`config.mk`:
```
export PLATFORM = sky130hd
export DESIGN_NAME = i2c_regwr_target
export DESIGN_NICKNAME = d
export VERILOG_FILES = /design/src/rtl/i2c_regwr_pkg.sv /design/src/rtl/i2c_line_sync.sv /design/src/rtl/i2c_byte_rx.sv /design/src/rtl/i2c_frame_ctrl.sv /design/src/rtl/i2c_regwr_target.sv
export SDC_FILE = /design/constraint.sdc
export NUM_CORES = 1
export LEC_CHECK = 0
export ABC_CLOCK_PERIOD_IN_PS = 3400
export BUFFER_PORTS_ARGS = -buffer_cell sky130_fd_sc_hd__buf_2
export CORE_MARGIN = 5
export CORE_UTILIZATION = 45
export DETAILED_ROUTE_END_ITERATION = 12
export PLACE_DENSITY = 0.72
export SYNTH_ARGS = -nofsm -noshare
export SYNTH_HDL_FRONTEND = slang
export SYNTH_HIERARCHICAL = 1
export SYNTH_SLANG_ARGS = --single-unit
```
`constraint.sdc`:
```
create_clock -name clk_i -period 3.4 [get_ports clk_i]
set_input_delay 0.17 -clock clk_i [delete_from_list [all_inputs] [get_ports clk_i]]
set_output_delay 0.17 -clock clk_i [all_outputs]
set_load 0.1 [all_outputs]
```
`src/rtl/i2c_regwr_pkg.sv`:
```
package i2c_regwr_pkg;
  localparam int BYTE_W = 8;
  typedef logic [BYTE_W-1:0] byte_t;
  typedef enum logic [2:0] {
    PH_IDLE,
    PH_ADDR,
    PH_CMD,
    PH_DATA,
    PH_SKIP
  } phase_e;
endpackage

```
`src/rtl/i2c_line_sync.sv`:
```
module i2c_line_sync #(
  parameter int STAGES = 2
) (
  input  logic clk_i,
  input  logic rst_ni,
  input  logic scl_i,
  input  logic sda_i,
  output logic scl_o,
  output logic sda_o,
  output logic scl_rise_o,
  output logic scl_fall_o,
  output logic start_o,
  output logic stop_o
);
  logic [STAGES-1:0] scl_pipe, sda_pipe;
  logic scl_prev, sda_prev;

  always_ff @(posedge clk_i or negedge rst_ni) begin
    if (!rst_ni) begin
      scl_pipe <= '1;
      sda_pipe <= '1;
      scl_prev <= 1'b1;
      sda_prev <= 1'b1;
    end else begin
      scl_pipe[0] <= scl_i;
      sda_pipe[0] <= sda_i;
      for (int i = 1; i < STAGES; i++) begin
        scl_pipe[i] <= scl_pipe[i-1];
        sda_pipe[i] <= sda_pipe[i-1];
      end
      scl_prev <= scl_pipe[STAGES-1];
      sda_prev <= sda_pipe[STAGES-1];
    end
  end

  assign scl_o      = scl_pipe[STAGES-1];
  assign sda_o      = sda_pipe[STAGES-1];
  assign scl_rise_o = scl_o & ~scl_prev;
  assign scl_fall_o = ~scl_o & scl_prev;
  // conditions: SDA edge with SCL high on both samples
  assign start_o    = scl_o & scl_prev & sda_prev & ~sda_o;
  assign stop_o     = scl_o & scl_prev & ~sda_prev & sda_o;
endmodule

```
`src/rtl/i2c_byte_rx.sv`:
```
module i2c_byte_rx
  import i2c_regwr_pkg::*;
(
  input  logic  clk_i,
  input  logic  rst_ni,
  input  logic  scl_lvl_i,
  input  logic  sda_i,
  input  logic  scl_rise_i,
  input  logic  scl_fall_i,
  input  logic  start_i,
  input  logic  stop_i,
  input  logic  ack_i,
  output logic  byte_done_o,
  output byte_t byte_o,
  output logic  sda_pd_o
);
  logic [3:0] bit_cnt;
  byte_t      shreg;
  logic       ack_q;

  always_ff @(posedge clk_i or negedge rst_ni) begin
    if (!rst_ni) begin
      bit_cnt <= '0;
      shreg   <= '0;
      ack_q   <= 1'b0;
    end else if (start_i || stop_i) begin
      bit_cnt <= '0;
      ack_q   <= 1'b0;
    end else if (scl_rise_i) begin
      if (bit_cnt < 4'd8) shreg <= {shreg[BYTE_W-2:0], sda_i};
      if (bit_cnt <= 4'd8) bit_cnt <= bit_cnt + 4'd1;
    end else if (scl_fall_i) begin
      if (bit_cnt == 4'd8) ack_q <= ack_i;
      if (bit_cnt == 4'd9) begin
        ack_q   <= 1'b0;
        bit_cnt <= '0;
      end
    end
  end

  assign byte_done_o = scl_fall_i && (bit_cnt == 4'd8);
  assign byte_o      = shreg;
  assign sda_pd_o    = ack_q;

  p_ack_edge_scl_low_r4: assert property (@(posedge clk_i) disable iff (!rst_ni)
    !$stable(sda_pd_o) |-> !scl_lvl_i);
  p_ack_window_r4: assert property (@(posedge clk_i) disable iff (!rst_ni)
    sda_pd_o |-> (bit_cnt == 4'd8 || bit_cnt == 4'd9));
endmodule

```
`src/rtl/i2c_frame_ctrl.sv`:
```
module i2c_frame_ctrl
  import i2c_regwr_pkg::*;
#(
  parameter logic [6:0] DEV_ADDR = 7'b1100100,
  parameter int         NUM_REGS = 16,
  parameter int         PW       = 4
) (
  input  logic          clk_i,
  input  logic          rst_ni,
  input  logic          start_i,
  input  logic          stop_i,
  input  logic          byte_done_i,
  input  byte_t         byte_i,
  output logic          ack_o,
  output logic          wr_en_o,
  output logic [PW-1:0] wr_addr_o,
  output byte_t         wr_data_o
);
  phase_e        phase_q;
  logic [PW-1:0] ptr_q;
  logic          addr_hit;

  function automatic logic [PW-1:0] reduce_idx(input byte_t b);
    int unsigned v;
    v = int'(b) % NUM_REGS;
    return PW'(v);
  endfunction

  function automatic logic [PW-1:0] next_idx(input logic [PW-1:0] p);
    return (p == PW'(NUM_REGS - 1)) ? '0 : p + PW'(1);
  endfunction

  assign addr_hit = (byte_i == {DEV_ADDR, 1'b0});
  assign ack_o = byte_done_i &&
                 ((phase_q == PH_ADDR && addr_hit) || phase_q == PH_CMD || phase_q == PH_DATA);

  always_ff @(posedge clk_i or negedge rst_ni) begin
    if (!rst_ni) begin
      phase_q   <= PH_IDLE;
      ptr_q     <= '0;
      wr_en_o   <= 1'b0;
      wr_addr_o <= '0;
      wr_data_o <= '0;
    end else begin
      wr_en_o <= 1'b0;
      if (start_i) begin
        phase_q <= PH_ADDR;
      end else if (stop_i) begin
        phase_q <= PH_IDLE;
      end else if (byte_done_i) begin
        unique case (phase_q)
          PH_ADDR: phase_q <= addr_hit ? PH_CMD : PH_SKIP;
          PH_CMD: begin
            ptr_q   <= reduce_idx(byte_i);
            phase_q <= PH_DATA;
          end
          PH_DATA: begin
            wr_en_o   <= 1'b1;
            wr_addr_o <= ptr_q;
            wr_data_o <= byte_i;
            ptr_q     <= next_idx(ptr_q);
          end
          default: ;
        endcase
      end
    end
  end

  p_start_to_addr_r2: assert property (@(posedge clk_i) disable iff (!rst_ni)
    start_i |=> phase_q == PH_ADDR);
  p_skip_silent_r6: assert property (@(posedge clk_i) disable iff (!rst_ni)
    phase_q == PH_SKIP |-> !ack_o && !wr_en_o);
  p_strobe_single_r8: assert property (@(posedge clk_i) disable iff (!rst_ni)
    wr_en_o |=> !wr_en_o);
  p_ptr_advance_r9: assert property (@(posedge clk_i) disable iff (!rst_ni)
    wr_en_o |-> ptr_q == next_idx(wr_addr_o));
  p_stop_keeps_ptr_r10: assert property (@(posedge clk_i) disable iff (!rst_ni)
    stop_i |=> $stable(ptr_q) && phase_q == PH_IDLE);
endmodule

```
`src/rtl/i2c_regwr_target.sv`:
```
module i2c_regwr_target
  import i2c_regwr_pkg::*;
#(
  parameter logic [6:0] DEV_ADDR    = 7'b1100100,
  parameter int         NUM_REGS    = 16,
  parameter int         SYNC_STAGES = 2,
  localparam int        PW          = (NUM_REGS > 1) ? $clog2(NUM_REGS) : 1
) (
  input  logic          clk_i,
  input  logic          rst_ni,
  input  logic          scl_i,
  input  logic          sda_i,
  output logic          sda_pd_o,
  output logic          wr_en_o,
  output logic [PW-1:0] wr_addr_o,
  output logic [7:0]    wr_data_o
);
  logic  scl_s, sda_s, scl_rise, scl_fall, start_c, stop_c;
  logic  byte_done, ack_req;
  byte_t rx_byte;

  i2c_line_sync #(.STAGES(SYNC_STAGES)) u_sync (
    .clk_i, .rst_ni, .scl_i, .sda_i,
    .scl_o(scl_s), .sda_o(sda_s),
    .scl_rise_o(scl_rise), .scl_fall_o(scl_fall),
    .start_o(start_c), .stop_o(stop_c)
  );

  i2c_byte_rx u_rx (
    .clk_i, .rst_ni,
    .scl_lvl_i(scl_s), .sda_i(sda_s),
    .scl_rise_i(scl_rise), .scl_fall_i(scl_fall),
    .start_i(start_c), .stop_i(stop_c),
    .ack_i(ack_req),
    .byte_done_o(byte_done), .byte_o(rx_byte),
    .sda_pd_o
  );

  i2c_frame_ctrl #(.DEV_ADDR(DEV_ADDR), .NUM_REGS(NUM_REGS), .PW(PW)) u_ctrl (
    .clk_i, .rst_ni,
    .start_i(start_c), .stop_i(stop_c),
    .byte_done_i(byte_done), .byte_i(rx_byte),
    .ack_o(ack_req),
    .wr_en_o, .wr_addr_o, .wr_data_o
  );
endmodule

```
# Word-level counts from Yosys, hierarchy flattened
# Cells that the tools add are included.
# W data, S select, Z words.
dict set report totals {
  register_bits 39
  latch_bits 0
  ram_bits 0
  rom_bits 0
  output_inout_bits 14
  wordCells 79
  n_memories 0
}
dict set report classes {
  n_addsub 2
  n_mul 0
  n_div 0
  n_lt_le_gt_ge 2
  n_eq_ne 9
  shift 0
  n_mux 21
  n_bitwise 14
  n_reduce_logical 19
}
# operator count
set ops {}
lappend ops {{$mux W4} 6}
lappend ops {{$eq A4 B4 Y1 const B} 3}
lappend ops {{$mux W3} 4}
lappend ops {{$reduce_bool A3 Y1} 4}
lappend ops {{$mux W1} 9}
lappend ops {{$reduce_and A3 Y1} 3}
lappend ops {{$add A4 B1 Y4 const B} 2}
lappend ops {{$eq A8 B8 Y1 const B} 1}
lappend ops {{$pmux W4 S2} 1}
lappend ops {{$reduce_and A4 Y1} 2}
lappend ops {{$and A1 B1 Y1} 7}
lappend ops {{$not A1 Y1} 7}
lappend ops {{$eq A3 B2 Y1 const B} 2}
lappend ops {{$pmux W3 S2} 1}
lappend ops {{$le A4 B4 Y1 const B} 1}
lappend ops {{$lt A4 B4 Y1 const B} 1}
lappend ops {{$reduce_bool A2 Y1} 2}
lappend ops {{$reduce_bool A4 Y1} 1}
lappend ops {{$eq A3 B1 Y1 const B} 1}
lappend ops {{$logic_and A1 B1 Y1} 3}
lappend ops {{$logic_or A1 B1 Y1} 3}
lappend ops {{$ne A3 B1 Y1 const B} 1}
lappend ops {{$ne A2 B1 Y1 const B} 1}
lappend ops {{$reduce_and A2 Y1} 1}

# Logic depth before layout (Yosys ltp)
dict set report logic_depth {
  ltp_word 10
  depth_mapped 7
  mapped_depth_nobuf 7
}

# Hierarchy
# Netlist, hierarchy kept.
# mod n_inst cells_each area_each_um2
set modules_own_cells {}
lappend modules_own_cells {i2c_frame_ctrl 1 74 1003.5}
lappend modules_own_cells {i2c_byte_rx 1 56 671.9}
lappend modules_own_cells {i2c_line_sync 1 10 190.2}

# Worst setup path before layout
# OpenSTA, ideal clock, no wires.
dict set report synth_path {
  path_type {register to register}
  startpoint {register u_sync.scl_pipe[1]}
  endpoint {register u_rx.shreg[0] (netlist: u_rx/byte_o[0])}
  setup_time_ps 125
  arrival_ps 1841
  setup_slack_ps 1434
  stages_incl_launch_ff 5
  n_path_buf 0
  period_less_slack_ps 1966
  cell_sequence {dfstp_2 > nor2b_1 > inv_2 > nor4_4 > mux2_2}
}
# element line
set synth_lines {}
lappend synth_lines {{start: declaration} i2c_line_sync.sv:15} ;# logic [STAGES-1:0] scl_pipe, sda_pipe;
lappend synth_lines {{start signal: indexed assignment} i2c_line_sync.sv:28} ;# scl_pipe[i] <= scl_pipe[i-1];
lappend synth_lines {{$and A1 B1 Y1} i2c_line_sync.sv:38} ;# assign scl_rise_o = scl_o & ~scl_prev;
lappend synth_lines {{net scl_rise} i2c_regwr_target.sv:18} ;# logic scl_s, sda_s, scl_rise, scl_fall, start_c, stop_c;
lappend synth_lines {{$reduce_and A3 Y1 (no line)} -}
lappend synth_lines {{end signal: assignment} i2c_byte_rx.sv:30} ;# if (bit_cnt < 4'd8) shreg <= {shreg[BYTE_W-2:0], sda_i};
lappend synth_lines {{end: declaration} i2c_byte_rx.sv:18} ;# byte_t shreg;
# The timed path passes the listed nets, and every way through them passes these cells.
# A chain may end at the register's enable or synchronous reset.

# Worst setup path after layout
dict set report layout_path {
  startpoint {register u_sync.scl_pipe[1]}
  endpoint {register u_rx.shreg[7] (netlist: u_rx/byte_o[7])}
}
# The elaborated chain is that of the path after synthesis.

==> results.md <==
| Item | Reported |
| --- | --- |
| Outcome | finished, violations left |
| Failing checks | negative hold slack |
| Number of rows in the core area | 23 |
| Fraction of synthesis flops using an asynchronous set or reset pin | 100% |
| Largest cells by area after synthesis | dfrtp_1 44%, mux2_2 9.1%, dfstp_2 8.5% |
| Post-cts gate resize count | 0 |
| Overall overflow remaining after global route | 0 |
| PortBufs | 17 |
| Count of warnings emitted by yosys | 6 |
| Count of maximum capacitance violations | 0 |
| Number of global-route vias before repair | 1,278 |
| Number of diodes added for antenna fixing | 0 |
| Number of synthesized flops with an enable pin | 0 |
| Maximum frequency from static timing analysis | 457 MHz |
| Height of the chip | 74.4 um |
| RSZ-0062 raised after global routing | false |
| Accumulated negative setup slack | 0 ps |
| Placed wire-length estimate | 2.36 mm |
| Maximum VDD drop | 0.339 mV |
| Count of boundary I/O pins | 18 |
| Total die area | 0.00553 sq mm |
| Number of vias per cell | 5.64 |
| Number of buffers between clock root and the deepest sink | 2 |
| Arrival time of data at the critical path endpoint | 2350 ps |
| Power per standard cell area | 490 mW/mm^2 |
| Sink Count | 39 |
| Mapped cell area | 0.00187 sq mm |
| Number of cells in the design after placement | 204 |
| Largest family of logic cells by synthesized area | multiplexers |
| Startpoint type of the worst setup path | flip-flop |
| Adder-cell share of the synthesized area | 2.68% |
| Worst setup EP type | flip-flop |
| Hold_buf cts | 2 |
| Post-detailed-route count of antenna-violating nets | 0 |
| CP max FO | 8 |
| Chip width | 74.4 um |
| Routability-driven placement congestion ratio | 0.852 |
| Tightest Hold Check Type | in2async |
| Number of buffers added by the clock tree synthesis step | 5 |
| Nets in the synthesized netlist | 148 |
| Synth Area in Simple Gates | 14.2% |
| Clock skew | 6.95 ps |
| Ratio of cells with drive above 1 in the final layout | 40.2% |
| Per-instance average area after synthesis | 13.3 sq um |
| Register area share after synthesis | 52.7% |
| Length of the first detailed-routing pass in iterations | 4 |
| Netlist cell types | 43 |
| Initial cell density of the core | 46.6% |
| Worst setup path start | u_sync/scl_pipe[1] |
| Area of the core | 0.00400 sq mm |
| Violation count after the first detailed-routing iteration | 70 |
| Hold_ws | -23.1 ps |
| All-Layer GR Usage | 13.9% |
| TritonCTS clock tree | yes |
| Mean routed wirelength per cell | 15.5 um |
| Xor-xnor portion of the synthesized cell area | 0% |
| Number of cells in the finished layout apart from fillers | 214 |
| Post-CTS setup-driven buffer insertion count | 0 |
| Root Buffer | clkbuf_8 |
| Number of setup violations in the final report | 0 |
| Proportion of synthesized area in mux cells | 18.4% |
| Most used flip-flop cell after synthesis | dfrtp_1 |
| Power, Total | 1.03 mW |
| Layout-stage area growth over the synthesis result | 12.3% |
| Reg-to-Reg Start | u_sync/scl_pipe[1] |
| Slew at the pin with the worst max-slew slack | 819 ps |
| Period utilisation layout | 64.4% |
| Fraction of the mapped netlist area in compound gates | 9.12% |
| Cell count after synthesis | 140 |
| Relative slew margins | 45.4% |
| Number of levels the H-tree was split into | 2 |
| Final-stage net count | 171 |
| Global-route wire length before repair | 5.93 mm |
| Data required time at the worst endpoint | 3570 ps |
| Category of the most critical setup path | reg2reg |
| Antenna violations before repair | 0 |
| Time the worst path needs with I/O delays and setup | 2190 ps |
| Clock latency of the later-clocked register in the worst-skew pair | 280 ps |
| Final wirelength | 3.33 mm |
| Largest net degree at the start of global routing | 40 |
| DRC errors left | 0 |
| Setup WS pre-CTS | 1220 ps |
| Cell taking the most area after synthesis | dfrtp_1 |
| Crit path setup slack, layout | 1210 ps |
| Number of synthesized register bits | 39 |
| Final hold violation count | 33 |
| Clock-pin slew reported for the worst setup and hold paths after clock tree synthesis | 80 ps |
| Leakage | 1.03 nW |
| Final number of max-transition violations | 0 |
| Top cell type's share of synthesized area | 44.3% |
| Via count | 1,207 |
==> kinds of logic after synthesis <==
family | count (synthesis)
adder cells (fa/ha/maj) | 4
AO/OA/AOI/OAI | 23
AND/OR/NAND/NOR | 36
flip-flops | 39
buffers and inverters | 10
multiplexers | 28
==> metal layers <==
metal	part of all wire, %	global-route usage [%]	vias up
li1	-	-	565
met1	45	17.9	617
met2	51	22.0	21
met3	3.4	3.92	4
met4	1.2	5.34	0
met5	0	0	-
==> placed cells by master (no fill, tap or decap), types with 2 or more instances in the layout <==
cell type	instances
dfrtp_1	33
buf_2	17
mux2_2	15
mux2_4	9
nand2_1	7
inv_1	6
dfstp_2	6
clkbuf_8	5
nand3_1	5
o21ai_0	4
mux2i_1	4
and4b_1	4
ha_1	4
nor2_1	3
a311oi_1	3
clkinvlp_4	2
dlygate4sd3_1	2
nand2b_1	2
a31oi_1	2
a21o_1	2
a211o_2	2
nand4_1	2
nor2b_1	2
==> per-stage QoR <==
step	util [%]	instance area (sq um)
4_1_cts	52.4	2100
3_3_place_gp	49.7	1990
3_5_place_dp	49.7	1990
6_report	52.4	2100
2_1_floorplan	-	1870
5_1_grt	52.4	2100
==> critical path, stage by stage (launching register included) <==
cell and delay (ps):
dfstp_2 560, nor2b_1 430, inv_2 130, nor4_4 550
mux2_2 400
==> synth_stat cells, types with 2 or more instances <==
library cell   n
buf_6          2
mux2_2        15
nor2_1         3
nor2b_1        2
mux2i_1        4
a211o_2        2
a311oi_1       3
nand3_1        5
a21o_1         2
nand2b_1       2
dfrtp_1       33
o21ai_0        4
nand2_1        7
ha_1           4
mux2_4         9
nand4_1        2
a31oi_1        2
inv_1          6
and4b_1        4
dfstp_2        6
==> report_power, final <==
group | internal (mW) | total (mW) | switching [mW]
registers | 0.521 | 0.590 | 0.0695
clock network | 0.143 | 0.302 | 0.159
logic | 0.0737 | 0.135 | 0.0614
==> registers in the layout (all words and copies together) (netlist names), 2 cells and up <==
name and count:
u_ctrl/wr_data_o 8, u_rx/byte_o 8, u_ctrl/ptr_q 4, u_ctrl/wr_addr_o 4, u_rx/bit_cnt 4, u_ctrl/phase_q 3
u_sync/scl_pipe 2, u_sync/sda_pipe 2
==> area by class of cell <==
class | count | area, sq um
Fill cell | 335 | 1900
Tap cell | 50 | 62.6
Timing Repair Buffer | 19 | 105
Clock inverter | 3 | 20.0
Clock buffer | 5 | 68.8
Multi-Input combinational cell | 91 | 830
Inverter | 7 | 26.3
Sequential cell | 39 | 983
==> final timing paths <==
check | depth (start not counted) | end | slack, ps
max in group asynchronous | 1 | u_rx/byte_o[0] | 2910
min in group clk_i | 0 | u_sync/sda_pipe[1] | 360
worst min-delay path | 1 | u_rx/bit_cnt[1] | -20
worst max-delay path | 4 | u_rx/byte_o[7] | 1210
worst min register to register | 0 | u_sync/sda_pipe[1] | 360
worst max register to register | 4 | u_rx/byte_o[7] | 1210
No activity file was read; power rests on OpenSTA's default activity.
